===== src/rtl/tape_parity_channel.sv =====
module tape_parity_channel #(
  parameter int DEPTH = 4,
  parameter int DW    = 6
) (
  input  logic          clk,
  input  logic          rst_n,
  input  logic          mode_rd,
  input  logic          stop_on_error,
  input  logic          wr_valid,
  input  logic [DW-1:0] wr_data,
  input  logic          blk_end,
  output logic          wr_ready,
  output logic          head_valid,
  output logic [DW:0]   head_char,
  input  logic          readback_valid,
  input  logic [DW:0]   readback_char,
  input  logic          rd_valid,
  input  logic [DW:0]   rd_char,
  output logic          host_valid,
  output logic [DW-1:0] host_data,
  output logic          err_flag,
  input  logic          err_clear
);
  localparam int AW   = (DEPTH > 1) ? $clog2(DEPTH) : 1;
  localparam int CNTW = $clog2(DEPTH + 1);

  logic [DW:0]     mem [DEPTH];
  logic [AW-1:0]   wptr, rptr;
  logic [CNTW-1:0] cnt;
  logic [DW-1:0]   lrc;

  logic          wr_fire, blk_fire, push, pop, rb_live, rb_has, rb_err, rd_live, rd_err;
  logic [DW-1:0] out_word;
  logic [DW:0]   out_char;

  assign wr_ready = !mode_rd && !(stop_on_error && err_flag) && (cnt != CNTW'(DEPTH));
  assign wr_fire  = wr_valid && wr_ready;
  assign blk_fire = blk_end && !wr_valid && wr_ready;
  assign push     = wr_fire || blk_fire;
  assign out_word = blk_fire ? lrc : wr_data;
  assign out_char = {~^out_word, out_word};

  assign rb_live = readback_valid && !mode_rd;
  assign rb_has  = (cnt != '0);
  assign pop     = rb_live && rb_has;
  assign rb_err  = rb_live && (!rb_has || (readback_char != mem[rptr]) || !(^readback_char));
  assign rd_live = rd_valid && mode_rd;
  assign rd_err  = rd_live && !(^rd_char);

  always_ff @(posedge clk) begin
    if (push) mem[wptr] <= out_char;
  end

  always_ff @(posedge clk) begin
    if (!rst_n) begin
      wptr       <= '0;
      rptr       <= '0;
      cnt        <= '0;
      lrc        <= '0;
      head_valid <= 1'b0;
      head_char  <= '0;
      host_valid <= 1'b0;
      host_data  <= '0;
      err_flag   <= 1'b0;
    end else begin
      if (push) wptr <= (wptr == AW'(DEPTH - 1)) ? '0 : wptr + AW'(1);
      if (pop)  rptr <= (rptr == AW'(DEPTH - 1)) ? '0 : rptr + AW'(1);
      cnt <= cnt + CNTW'(push) - CNTW'(pop);
      if (blk_fire)     lrc <= '0;
      else if (wr_fire) lrc <= lrc ^ wr_data;
      head_valid <= push;
      if (push) head_char <= out_char;
      host_valid <= rd_live;
      if (rd_live) host_data <= rd_char[DW-1:0];
      if (rb_err || rd_err) err_flag <= 1'b1;
      else if (err_clear)   err_flag <= 1'b0;
    end
  end
endmodule



===== config.mk =====
export PLATFORM = sky130hd
export DESIGN_NAME = tape_parity_channel
export DESIGN_NICKNAME = d
export VERILOG_FILES = /design/src/rtl/tape_parity_channel.sv
export SDC_FILE = /design/constraint.sdc
export NUM_CORES = 1
export LEC_CHECK = 0
export BUFFER_PORTS_ARGS = -buffer_cell sky130_fd_sc_hd__buf_4
export CAP_MARGIN = 40
export CORE_ASPECT_RATIO = 1.25
export CORE_MARGIN = 2
export CORE_UTILIZATION = 35
export DETAILED_ROUTE_END_ITERATION = 6
export GPL_ROUTABILITY_DRIVEN = 0
export PLACE_DENSITY = 0.68
export SETUP_SLACK_MARGIN = 0.3
export SLEW_MARGIN = 20
export SYNTH_ARGS = -nofsm -noshare
export SYNTH_HDL_FRONTEND = slang
export SYNTH_SLANG_ARGS = --single-unit

===== constraint.sdc =====
create_clock -name clk -period 2.6 [get_ports clk]
set_input_delay 0.52 -clock clk [delete_from_list [all_inputs] [get_ports clk]]
set_output_delay 0.52 -clock clk [all_outputs]
set_load 0.02 [all_outputs]

### After elaboration in Yosys (flattened, before gate mapping)

Memories as Yosys holds them, arrays and structs flattened. A register that Yosys moved wholly into a read port is not among the register bits.
Index checks and enable logic that the tools add are counted.

| storage, ports and cells | value |
|---|---|
| flip-flop bits (word level) | 29 |
| bits in writable memories | 28 |
| input bits | 29 |
| output and inout bits | 17 |
| word-level logic and storage cells | 56 |
| memories kept | 1 |

Memory list:

| name | depth | width | rd ports | clocked after Yosys merged registers in | wr ports | RTL line | source |
|---|---|---|---|---|---|---|---|
| mem | 4 | 7 | 1 | 1 | 1 | 27 | `logic [DW:0] mem [DEPTH];` |

| cells by class | value |
|---|---|
| $add $sub $neg | 4 |
| equality and inequality tests | 4 |
| mux-type cells | 9 |
| bitwise operators | 2 |
| reductions and logical operators | 27 |

Operators by type and width:

| kind | count |
|---|---|
| 7-bit XOR reduction | 2 |
| 1-bit logical AND | 11 |
| 2-bit 2-to-1 mux | 4 |
| 7-bit != test | 1 |
| 1-bit zero test | 6 |
| 6-bit 2-to-1 mux | 1 |
| 6-bit XNOR reduction | 1 |
| 6-bit XOR | 1 |
| 2-bit by 1-bit adder with 2-bit output (second input constant) | 2 |
| 2-bit == test (second input constant) | 2 |
| 1-bit logical OR | 4 |
| 1-bit 2-to-1 mux | 4 |
| 3-bit by 1-bit adder with 3-bit output | 1 |
| 3-bit != test (second input constant) | 1 |
| 3-bit nonzero test | 1 |
| 3-bit by 1-bit subtractor with 3-bit output | 1 |
| 2-bit nonzero test | 1 |
| 2-bit OR reduction | 1 |
| 1-bit NOT | 1 |

### Longest topological paths before layout

Gate-level depths: netlist of the first run.

| depth | value |
|---|---|
| depth after elaboration | 8 |
| mapped depth | 13 |
| depth with buffers taken out | 12 |

### Worst setup path after synthesis of the first run

Ideal clock, no wire load.

| timing path | value |
|---|---|
| path type | input to register |
| start | input port mode_rd |
| end | register cnt[2] |
| setup time | 0.128 ns |
| data arrival time | 2.694 ns |
| required time | 2.472 ns |
| path slack | -0.221 ns |
| cell stages on the path | 13 |
| buffers on the path | 1 |
| path through | clkbuf_1 > a21oi_1 > and2_1 > o21a_1 > inv_1 > ha_1 > inv_1 > ha_1 > inv_1 > fa_1 > xor2_1 > xnor2_1 > nor2_1 |

| on the way | value |
|---|---|
| word-level cells in the longest chain between the ends | 7 |
| elaborated cells between the ends (all ways) | 10 |
| classes of those cells | 2 x add/sub; 8 x reduce/logical |

Ends and longest elaborated chain:

| item | RTL line | source |
|---|---|---|
| start: declaration | 7 | `input logic mode_rd,` |
| 1-bit zero test (*) | 36 | `assign wr_ready = !mode_rd && !(stop_on_error && err_flag) && (cnt != CNTW'(DEPTH));` |
| 1-bit logical AND (*) (2 in a row) | 36 |  |
| via wr_ready | 12 | `output logic wr_ready,` |
| 1-bit logical AND (on tied branches) | 37, 38 |  |
| 1-bit logical OR (*) | 39 | `assign push = wr_fire \|\| blk_fire;` |
| 3-bit by 1-bit adder with 3-bit output (*) | 68 | `cnt <= cnt + CNTW'(push) - CNTW'(pop);` |
| 3-bit by 1-bit subtractor with 3-bit output (*) | 68 |  |
| end signal: assignment | 68 |  |
| end: declaration | 29 | `logic [CNTW-1:0] cnt;` |

The timed path passes the listed nets; every way through them passes the cells marked *.
A chain may end at the register's enable or synchronous reset.

### Final worst setup path of the first run

| timing path | value |
|---|---|
| start | register cnt[1] |
| end | register cnt[2] |

| on the way | value |
|---|---|
| word-level cells in the longest chain between the ends | 6 |
| elaborated cells between the ends (all ways) | 9 |
| classes of those cells | 2 x add/sub; 1 x eq/ne; 6 x reduce/logical |

Ends and longest elaborated chain:

| item | RTL line |
|---|---|
| 3-bit != test | 36 |
| 1-bit logical AND | 36 |
| 1-bit logical AND (on tied branches) | 37, 38 |
| 1-bit logical OR | 39 |
| 3-bit by 1-bit adder with 3-bit output | 68 |
| 3-bit by 1-bit subtractor with 3-bit output (*) | 68 |

Every way passes the cells marked *; elsewhere a longest branch is shown, timed or not.

==> impl_metrics.ini, run 1 <==
[outcome]
status = finished clean

[drt]
drc = 0
first_pass_iters = 5
post_drt_wl_per_cell_um = 14.4
vias_per_cell = 4.80
finalWirelength_um = 5450
drt.antenna.violating_nets = 0
drt_iter0_markers = 70
num_vias = 1813

[synthesis]
syn-mean-instance-area_um2 = 12.1
netlist.area_leader.share_pct = 31.0
synth_flop_cell = dfxtp_1
synth_seq_cells = 59
synthArstFlopShare_pct = 0
synth_area_leaders = edfxtp_1 (31%), dfxtp_1 (23%), xor2_1 (4.8%)
ys_warn_count = 0
netlist_area_um2 = 2710
synth_fp_nets = 262
synth_edf_count = 28
synth_top_area_cell = edfxtp_1
synthCells = 225
ys_seq_area_share_pct = 53.9
yosys.cell_types.count = 37

[placed_design]
hpwl_um = 3950
dpl_cell_area_um2 = 3170
dp.cells = 355
portBuffers = 45

[timing]
fmax_ghz = 0.446
finClkSkew_ns = 0.0146
setup_viol = 0
hold_slack_ns = 0.458
tns_ns = 0
hold_viol = 0
min_period_over_period_pct = 86.2
timing.final.crit_period_ns = 2.24
worst_slew_pin_slew_ns = 0.469
relSlewSlack_pct = 67.8
slew_viol_final = 0
rsz0062_at_grt = yes

[floorplanning]
dieWidth_um = 82.7
die_h_um = 102
start_util_pct = 36.4
fp-row-count = 35
core_area_um2 = 7440
ioPinCount = 46
dieArea_um2 = 8470

[cells_and_area]
syn2layout_area_growth_pct = 26.6
layout.cells.non_filler = 378
fin_nets = 318
layout-drive-gt1-share_pct = 34.3
num_antenna_cells = 0
design_area_um2 = 3430

[clocking]
cts_buffers = 9
clk_latency_ns = 0.34
htreeDepth = 3
clockBufferDepth = 2
cts_hold_buf = 0
cts_sinks = 59
cts_tree = done
clk_pin_slew_ns = 0.07
root_buffer = clkbuf_8

[setup_path]
critical_path_class = reg2reg
critPathLaunchType = flop
critPathCaptureType = flop
required_ns = 2.81
critPathArrivalTime_ns = 2.45
rrSetupSlack_ns = 0.36
cp_max_fo = 2

[job]
drv_cap = 0

[power_and_ir_drop]
ir_worst_vdd_mv = 0.357
combPwrFrac_pct = 25.5
swShare_pct = 29.7
switching_power_uw = 759
power_frac_clock_pct = 29.9
p_leak_nw = 1.35
power_mw = 2.55
p_per_area_nw_per_um2 = 744
intPower_mw = 1.79
seqPwrFrac_pct = 44.6

[grt]
grt_antenna_before_repair = 0
first_global_vias = 1744
gr-total-overflow = 0
grt_use_total_pct = 13.9
grt_pass1_wl_um = 8240
grt_max_degree = 21

[worst_hold_path]
hold_path_class = reg2reg
[metal layers]
layer  routed length (µm)  up-vias  share of wire [%]  global-route usage [%]
met4                  104        0                1.9                    6.56
met2                 2560       52                 47                    22.4
met5                    0        -                  0                       0
met3                  382        9                7.0                    5.21
li1                     -      902                  -                       -
met1                 2400      850                 44                    16.1
[per-stage QoR]
stage	worst slack [ns]	util [%]
5_1_grt	0.250	46.1
3_3_place_gp	0.166	42.6
2_1_floorplan	0.217	-
4_1_cts	0.311	45.7
3_5_place_dp	0.132	42.6
6_report	0.360	46.1
[timing repair]
item | in CTS | in global routing
cloned | 0 | 0
setup endpoints to repair | 1 | 1
resized for setup | 4 | 3
pin swaps | 4 | 3
setup buffers | 5 | 2
[flip-flops by register name, summed over array words and instances (netlist names), named ones only]
name,flops
rptr,2
err_flag,1
head_char,7
cnt,3
host_valid,1
mem,28
lrc,6
wptr,2
host_data,6
head_valid,1
[final timing paths]
path,startpoint,end,depth (start not counted)
setup / recovery,cnt[1]$_SDFF_PN0_,cnt[2]$_SDFF_PN0_,12
hold / removal,host_data[1]$_SDFFE_PN0P_,host_data[1]$_SDFFE_PN0P_,2
setup reg to reg,cnt[1]$_SDFF_PN0_,cnt[2]$_SDFF_PN0_,12
hold reg to reg,host_data[1]$_SDFFE_PN0P_,host_data[1]$_SDFFE_PN0P_,2
[worst max-delay path, cell delays in order, from the launching register on]
cell,delay (ns)
dfxtp_4,0.34
or3b_4,0.36
and2_4,0.15
o21a_4,0.12
inv_4,0.06
ha_4,0.19
inv_2,0.05
ha_4,0.11
inv_2,0.03
fa_2,0.34
xor2_2,0.15
xnor2_1,0.15
nor2_1,0.05
[cells in the final DEF, fill, tap and decap left out, drive strengths merged, types with 2 or more instances in the layout]
cell,n
nand2,21
buf,53
xor2,15
mux2i,10
xnor3,3
o21ai,7
inv,8
ha,7
mux4,5
clkbuf,10
nand3,7
a21oi,8
clkinvlp,3
nor4,2
mux2,6
nand4bb,2
nor2b,2
nor2,17
and2,6
a31oi,7
clkinv,2
dfxtp,31
xnor2,14
edfxtp,28
[Yosys cell counts, drive strengths merged (2+ instances only)]
| library cell | number |
|---|---|
| dfxtp | 31 |
| edfxtp | 28 |
| nand2 | 21 |
| nor2 | 17 |
| xor2 | 15 |
| xnor2 | 14 |
| mux2i | 10 |
| a21oi | 8 |
| a31oi | 7 |
| ha | 7 |
| inv | 7 |
| nand3 | 7 |
| o21ai | 7 |
| and2 | 6 |
| mux2 | 6 |
| mux4 | 5 |
| buf | 4 |
| clkbuf | 4 |
| xnor3 | 3 |
| nand4bb | 2 |
| nor2b | 2 |
| nor4 | 2 |
[power by group through the flow]
| stage | sequential [mW] | combinational [mW] | clock [mW] |
|---|---|---|---|
| after CTS | 1.14 | 0.628 | 0.785 |
| after global routing | 1.15 | 0.720 | 0.825 |
| after global placement | 1.17 | 0.566 | 0 |
| after floorplan | 1.17 | 0.401 | 0 |
| after detailed placement | 1.17 | 0.575 | 0 |
| final | 1.14 | 0.651 | 0.763 |
[cell families (layout without fill, tap and decap cells)]
group                    count (synthesis)  after routing  share of synthesized area, %
AO/OA/AOI/OAI                           26             26                          5.58
XOR/XNOR                                32             32                          12.1
adder cells (fa/ha/maj)                  8              8                          3.97
buffers and inverters                   15             76                          2.58
flip-flops                              59             59                          53.9
multiplexers                            21             21                          10.3
AND/OR/NAND/NOR                         64             64                          11.5
[area by class of cell]
type                       count  area, µm²
inverter                       7       28.8
clock buffer                  10        138
clock inverter                 6       48.8
multi-input combinational    151       1240
timing repair buffer          53        398
sequential                    59       1470
fill                         693       4010
tap                           92        115
Note: power is estimated with default switching activity, not from simulation.
==> run 2, diff against run 1 <==
Settings changed: MAX_ROUTING_LAYER set to met4.
==> run 2 against run 1 <==
Critical path depth is the same. Core utilization did not move. Combinational power is essentially flat. Sequential share of layout area unchanged. Fmax fell by 0.11%. Count of clock-buffer cells in the layout unchanged. Register-to-register slack barely moved. Sequential power about the same.
==> impl_metrics.ini, run 2 (same netlist as run 1, synthesis figures left out) <==
[timing]
hold_viol = 0
min_period_over_period_pct = 86.3
fin_ws_ns = 0.357
finClkSkew_ns = 0.0142
timing.final.crit_period_ns = 2.24
setup_viol = 0
worst_slew_pin_slew_ns = 0.472
slew_viol_final = 0
hold_slack_ns = 0.458
fmax_ghz = 0.446
tns_ns = 0
rsz0062_at_grt = yes
relSlewSlack_pct = 67.6

[setup_path]
max_stage_delay_ns = 0.36
critPathArrivalTime_ns = 2.46
worstReg2RegEnd = cnt[2]$_SDFF_PN0_
r2r_start = cnt[1]$_SDFF_PN0_
path_cells = or3b_4 -> and2_4 -> o21a_4 -> inv_4 -> ha_4 -> inv_2 -> ha_4 -> inv_2 -> fa_2 -> xor2_2 -> xnor2_1 -> nor2_1
reg2regPathDepth = 12
rrSetupSlack_ns = 0.36
critical_path_class = reg2reg
critPathSlowestCell = or3b_4
cp_max_fo = 2
critical_path.top_delay_family = adder cells
critPathCaptureType = flop
critPathLaunchType = flop
required_ns = 2.82
path_buf_inv = 3

[floorplanning]
ioPinCount = 46
dieWidth_um = 82.7
dieArea_um2 = 8470
fp-row-count = 35
core_area_um2 = 7440
start_util_pct = 36.4
die_h_um = 102

[cells_and_area]
layout_commonest_cell = buf_4
largest_register_ffs = 28
largestRegisters = mem x28, head_char x7
layout.cells.non_filler = 378
syn2layout_area_growth_pct = 26.6
final_core_utilization_pct = 46.1
num_antenna_cells = 0
layout_common_cells = buf_4 (53), dfxtp_1 (28), edfxtp_1 (28)
design_area_um2 = 3430
fin_nets = 318
largest-register = mem
layout-drive-gt1-share_pct = 34.3
fillers = 693

[clocking]
clockBufferDepth = 2
cts_buffers = 9
cts_sinks = 59
htreeDepth = 3
clk_pin_slew_ns = 0.07
clk_latency_ns = 0.35
cts_tree = done
root_buffer = clkbuf_8

[drt]
num_vias = 1823
finalWirelength_um = 5450
drc = 0
first_pass_iters = 4
drt.antenna.violating_nets = 0
post_drt_wl_per_cell_um = 14.4
vias_per_cell = 4.82
drt_iter0_markers = 76

[power_and_ir_drop]
seqPwrFrac_pct = 44.6
swShare_pct = 29.8
power_frac_clock_pct = 29.9
ir_worst_vdd_mv = 0.356
power_mw = 2.56
intPower_mw = 1.79
p_leak_nw = 1.35
p_per_area_nw_per_um2 = 745
switching_power_uw = 763
combPwrFrac_pct = 25.5

[placed_design]
post-place-ws_ns = 0.132
dp.cells = 355
portBuffers = 45
hpwl_um = 3950
dpl_cell_area_um2 = 3170

[worst_hold_path]
min_to = host_data[2]$_SDFFE_PN0P_
hp-start = rd_char[2]
hold_depth = 3
hold_path_class = in2reg

[grt]
grt_pass1_wl_um = 8240
gr-total-overflow = 0
grt_use_total_pct = 14.3
first_global_vias = 1746
grt_antenna_before_repair = 0
grt_max_degree = 21

[job]
drv_cap = 0

[outcome]
status = finished clean
-- run 2: cell counts in the layout (fill, tap and decap cells not counted) --
Identical to the previous run, type by type.
-- run 2: per-layer routing --
| layer | global-route usage, % | part of all wire, % |
|---|---|---|
| met1 | 16.2 | 44 |
| met2 | 22.4 | 47 |
| met3 | 5.04 | 6.9 |
| met4 | 6.56 | 2.1 |
| met5 | - | 0 |
-- run 2: area by class of cell --
class / count / area (µm²) / share of cell area, %
clock buffer: 10 / 138 / 4.01
sequential: 59 / 1470 / 42.7
clock inverter: 6 / 48.8 / 1.42
tap: 92 / 115 / 3.35
timing repair buffer: 53 / 398 / 11.6
inverter: 7 / 28.8 / 0.838
multi-input combinational: 151 / 1240 / 36.0
-- run 2: worst reg2reg max path: stages (launching register included) --
cell and delay (ns):
dfxtp_4 0.34, or3b_4 0.36, and2_4 0.15, o21a_4 0.12
inv_4 0.06, ha_4 0.19, inv_2 0.05, ha_4 0.11
inv_2 0.03, fa_2 0.34, xor2_2 0.15, xnor2_1 0.15
nor2_1 0.05
-- run 2: worst max path at each step --
stage                            startpoint  cells after the start                 to  slack (ns)
final                     cnt[1]$_SDFF_PN0_                     12  cnt[2]$_SDFF_PN0_        0.36
after global routing      cnt[1]$_SDFF_PN0_                     12  cnt[2]$_SDFF_PN0_        0.25
after CTS                 cnt[1]$_SDFF_PN0_                     12  cnt[2]$_SDFF_PN0_        0.31
after detailed placement            mode_rd                     13  cnt[2]$_SDFF_PN0_        0.13
after global placement              mode_rd                     13  cnt[2]$_SDFF_PN0_        0.17
after floorplan                     mode_rd                     13  cnt[2]$_SDFF_PN0_        0.22
-- run 2: power by group through the flow --
stage	logic [mW]	clock network, mW	registers, mW
final	0.652	0.766	1.14
after global routing	0.720	0.825	1.15
after CTS	0.628	0.785	1.14
after detailed placement	0.575	0	1.17
after global placement	0.566	0	1.17
after floorplan	0.401	0	1.17
-- run 2: timing repair --
| item | in CTS | in global routing |
|---|---|---|
| pin swaps | 4 | 3 |
| endpoints found under the setup margin | 1 | 1 |
| hold buffers | 0 | 0 |
| gates resized for setup | 4 | 3 |
| setup buffers | 5 | 2 |
